===== src/rtl/txt_fetch_seq.sv =====
module txt_fetch_seq #(
  parameter int CHARS      = 64,
  parameter int ROWS       = 12,
  parameter int LINES      = 16,
  parameter int RETRACE    = 100,
  parameter int AW         = 10,
  parameter logic [7:0] GLYPH_BASE = 8'h30,
  parameter logic [7:0] BLANK      = 8'h20
) (
  input  logic          clk,
  input  logic          rst_n,
  input  logic          adv,
  input  logic [1:0]    mode,
  input  logic          half_right,
  input  logic [15:0]   rd_data,
  output logic [AW-1:0] addr,
  output logic          fetch,
  output logic [7:0]    code,
  output logic          code_valid,
  output logic [3:0]    row,
  output logic          frame_start,
  output logic          frame_end,
  output logic          retrace
);
  localparam int CW = $clog2(CHARS);
  localparam int RW = $clog2(ROWS);
  localparam int LW = $clog2(LINES);
  localparam int TW = $clog2(RETRACE + 1);

  logic [CW-1:0] ch;
  logic [RW-1:0] rw;
  logic [LW-1:0] ln;
  logic [TW-1:0] rt;
  logic          in_rt;
  logic [15:0]   dreg;

  wire hex  = (mode == 2'b01);
  wire half = (mode == 2'b10);

  wire last_ch = (ch == CW'(CHARS - 1));
  wire last_rw = (rw == RW'(ROWS - 1));
  wire last_ln = (ln == LW'(LINES - 1));

  wire [LW-1:0] eline = hex ? (ln >> 1) : ln;
  wire [AW-1:0] base  = AW'(eline) * AW'(CHARS);
  wire [AW-1:0] hoff  = half_right ? AW'(CHARS / 2) : '0;

  assign addr  = half ? base + hoff + AW'(ch >> 1) : base + AW'(ch);
  assign fetch = adv && !in_rt && (half ? (ch[1:0] == 2'b00) : !ch[0]);

  wire [15:0] pair = fetch ? rd_data : dreg;
  wire        hi   = half ? ch[1] : ch[0];
  wire [7:0]  byt  = hi ? pair[15:8] : pair[7:0];
  wire [3:0]  nib  = ln[0] ? byt[3:0] : byt[7:4];
  wire [7:0]  nxt_code = (half && ch[0]) ? BLANK :
                         hex ? GLYPH_BASE + {4'b0, nib} : byt;

  assign row         = 4'(rw);
  assign retrace     = in_rt;
  assign frame_start = !in_rt && ch == '0 && rw == '0 && ln == '0;
  assign frame_end   = !in_rt && last_ch && last_rw && last_ln;

  always_ff @(posedge clk or negedge rst_n) begin
    if (!rst_n) begin
      ch <= '0; rw <= '0; ln <= '0; rt <= '0; in_rt <= 1'b0;
      dreg <= '0; code <= '0; code_valid <= 1'b0;
    end else begin
      code_valid <= adv && !in_rt;
      if (adv) begin
        if (fetch) dreg <= rd_data;
        if (!in_rt) code <= nxt_code;
        if (in_rt) begin
          if (rt == TW'(RETRACE - 1)) begin
            rt <= '0;
            in_rt <= 1'b0;
          end else
            rt <= rt + 1'b1;
        end else if (last_ch) begin
          ch <= '0;
          if (last_rw) begin
            rw <= '0;
            if (last_ln) begin
              ln <= '0;
              in_rt <= 1'b1;
            end else
              ln <= ln + 1'b1;
          end else
            rw <= rw + 1'b1;
        end else
          ch <= ch + 1'b1;
      end
    end
  end
endmodule


===== config.mk =====
export PLATFORM = sky130hd
export DESIGN_NAME = txt_fetch_seq
export DESIGN_NICKNAME = d
export VERILOG_FILES = /design/src/rtl/txt_fetch_seq.sv
export SDC_FILE = /design/constraint.sdc
export NUM_CORES = 1
export LEC_CHECK = 0
export BUFFER_PORTS_ARGS = -buffer_cell sky130_fd_sc_hd__buf_2
export CORE_ASPECT_RATIO = 1.2
export CORE_MARGIN = 1
export CORE_UTILIZATION = 25
export CTS_BUF_LIST = sky130_fd_sc_hd__clkbuf_16
export DETAILED_ROUTE_END_ITERATION = 7
export GPL_TIMING_DRIVEN = 0
export PLACE_DENSITY = 0.49
export SLEW_MARGIN = 20
export SYNTH_ARGS = -nofsm -noshare
export SYNTH_HDL_FRONTEND = slang
export SYNTH_SLANG_ARGS = --single-unit

===== constraint.sdc =====
create_clock -name clk -period 2.6 [get_ports clk]
set_input_delay 0.52 -clock clk [delete_from_list [all_inputs] [get_ports clk]]
set_output_delay 0.52 -clock clk [all_outputs]
set_load 0.1 [all_outputs]

==> metrics.txt <==
most instantiated library cell after synthesis=dfrtp_1; Finished Cell Area=approximately 3100 um^2; Area Overhead vs Synth=26.53%; Placer Congestion=0.7314; largest family of logic cells by synthesized area=simple AND/OR/NAND/NOR gates; Ports=49; Synth Flop Type=dfrtp_1; Initial Util=around a quarter; FF+latch count, synth=between 40 and 50; Synth Area in Compound Gates=between 10 and 15%; diodes inserted=0; initial antenna violation count=0; largest area contributor in the netlist=dfrtp_1; Clock Latency Late Sink=between 200 and 300 ps; Slew Viols, Final=0; leakage=1.438 nW; most instantiated cells after synthesis=dfrtp_1, nand2_1, inv_1, o21ai_0, mux2_2; width of the die=91.81 um; Critical Path AT=about 2000 ps; Vias=between 1,500 and 2,000; R2R depth=10; CTS Buf Count=5; Setup TNS=0 ps; Crit path required time=around 2100 ps; Worst Path Max Fanout=9; die area=between 10,000 and 15,000 um^2; share of cells above drive strength 1=a little under a third; Overall Power=between 2 and 3 mW; CP Capture Type=primary output; status=complete, no violations; max-cap violations=0; Relative slew margins=a little over half; fmax=about 0.4 GHz; first-pass GRT wire length=about 9.5 mm; library cells used by synthesis=52; post-place setup slack=-94.43 ps; Crit Reg-Reg Endpoint=code[1]; largest net degree at the start of global routing=48; Slew @ Worst Pin=between 600 and 700 ps; skew final=about 3.8 ps; Final Hold Fails=0; Synth Warn #=0; CP startpoint=ch[2]; Post-synth EDFFs=0; Power Dens Cells=roughly 940 nW/um^2; clk slew on worst S/H paths=around 70 ps; vias in the first global route=1,886; Post-Synth Simple-Gate Area=around 18%; Cell Rows=38; drc violations=0; core region area=between 9000 and 10,000 um^2; asr flop ratio synth=100.0%; RSZ-0062 raised after global routing=no; total track usage=around 12%; CP startpoint kind=flip-flop; sequential area share after synthesis=48.60%; Via density=around 4.7; slack of the worst reg-to-reg path=between 300 and 400 ps; # fillers=982; nets@finish=323; die height=109.8 um; grt total ovfl=0; TritonCTS clock tree=built; DR pass1 iterations=4; Placed Instance Area=about 2900 um^2; DR WL/cell=roughly 14 um; worst setup path category=reg2out; CTS Sinks=47; First DRT Iteration DRCs=76; Max rail drop VDD=about 0.00028 V; Adder-Cell Fraction of Synth Area=3.619%; Final Cycle Share=between 90 and 100%; CTS Root Cell=clkbuf_16; Post-Syn Area=roughly 2400 um^2; setup ws final=~97 ps; H-tree lvl count=2; Clock Tree Buf Depth=2; Detail Route Antenna Nets=0; Setup violations, final=0; worst reg2reg startpoint=ch[0]; XOR/XNOR share of the synthesized area=about 3.6%; Syn Inst Count=239; syn avg cell area=just over 10 um^2; Synth Net Count=between 200 and 300; DP HPWL=slightly above 4 mm; Area contributors post-synth=dfrtp_1, nand2_1, mux2_2; HP Class=in2async; Synth top area share=48.60%; Port Buffer Count=48; WL final=between 5 and 6 mm; Final min period=between 2000 and 3000 ps; portion of netlist area occupied by mux cells=under 10%
cell usage in the layout, fill, tap and decap left out, types with 4 or more instances in the layout:
master / netlist / final
a21oi_1: 4 / 4
ha_1: 7 / 6
inv_1: 13 / 12
mux2_2: 12 / 12
buf_2: 2 / 47
xor2_1: 5 / 5
xnor2_1: 5 / 5
nor2_1: 11 / 10
nand2_1: 37 / 37
and3_1: 4 / 4
clkbuf_16: 0 / 5
nand4_1: 8 / 8
mux2i_1: 7 / 7
clkbuf_1: 6 / 5
o21ai_0: 13 / 11
nand3_1: 8 / 8
dfrtp_1: 47 / 42
logic make-up after synthesis:
group                      count (synthesis)
and+or+nand+nor                           86
DFF                                       47
AOI/OAI and AO/OA                         40
buffers and inverters                     27
muxes                                     22
xor gates and xnor gates                  10
adders and majority gates                  7
metrics by stage:
stage / hold slack, ps / instances / util (%)
finish: 242.0 / 415 / 33.19
global route: 300.6 / 415 / 33.19
CTS: 432.0 / 415 / 33.11
detailed placement: 465.1 / 407 / 30.90
global placement: 458.1 / 407 / 30.90
floorplan: 224.4 / 239 / -
final cells by class:
class | instances | area (um^2) | share of cell area (%)
clock inverter | 3 | 47.55 | 1.553
timing repair buffer | 48 | 260.3 | 8.500
clock buffer | 5 | 125.1 | 4.087
multi-input combinational | 165 | 1159 | 37.84
sequential | 47 | 1187 | 38.78
buffer | 11 | 70.07 | 2.289
inverter | 16 | 62.56 | 2.043
tap | 120 | 150.1 | 4.904
state kept, by name (all words and copies together), names as in the netlist:
name	count
ch	6
code	8
code_valid	1
dreg	16
ln	4
retrace	1
row	4
rt	7
power breakdown:
part           leakage (nW)  internal, mW  switching, mW
sequential            0.582         0.872          0.103
clock                0.0844         0.459          0.292
combinational         0.772         0.271          0.882
worst max path at each step:
| stage | slack [ps] | end |
|---|---|---|
| final | 100 | frame_end |
| after global routing | 5 | frame_end |
| after CTS | 9 | fetch |
| after detailed placement | -90 | fetch |
| after global placement | -50 | fetch |
| after floorplan | -20 | frame_end |
layer usage:
layer	part of all wire, %	GRT usage (%)	vias to the layer above
met5	0	0	-
met4	1.3	4.018	0
met3	4.1	2.766	7
met2	47	20.30	45
met1	48	16.12	934
li1	-	-	952
repair_timing:
action / in CTS / in global routing
resized for setup: 8 / 4
hold endpoints to repair: 0 / 0
setup endpoints to repair: 4 / 2
setup buffers: 0 / 0
hold buffers: 0 / 0
worst max-delay path, stage by stage, from the launching register on:
cell and delay, ps:
dfrtp_1 330, clkbuf_1 330, and3_1 240, nand3_1 140, nor4_4 180, buf_2 470
Power figures use the tool's default switching activity.
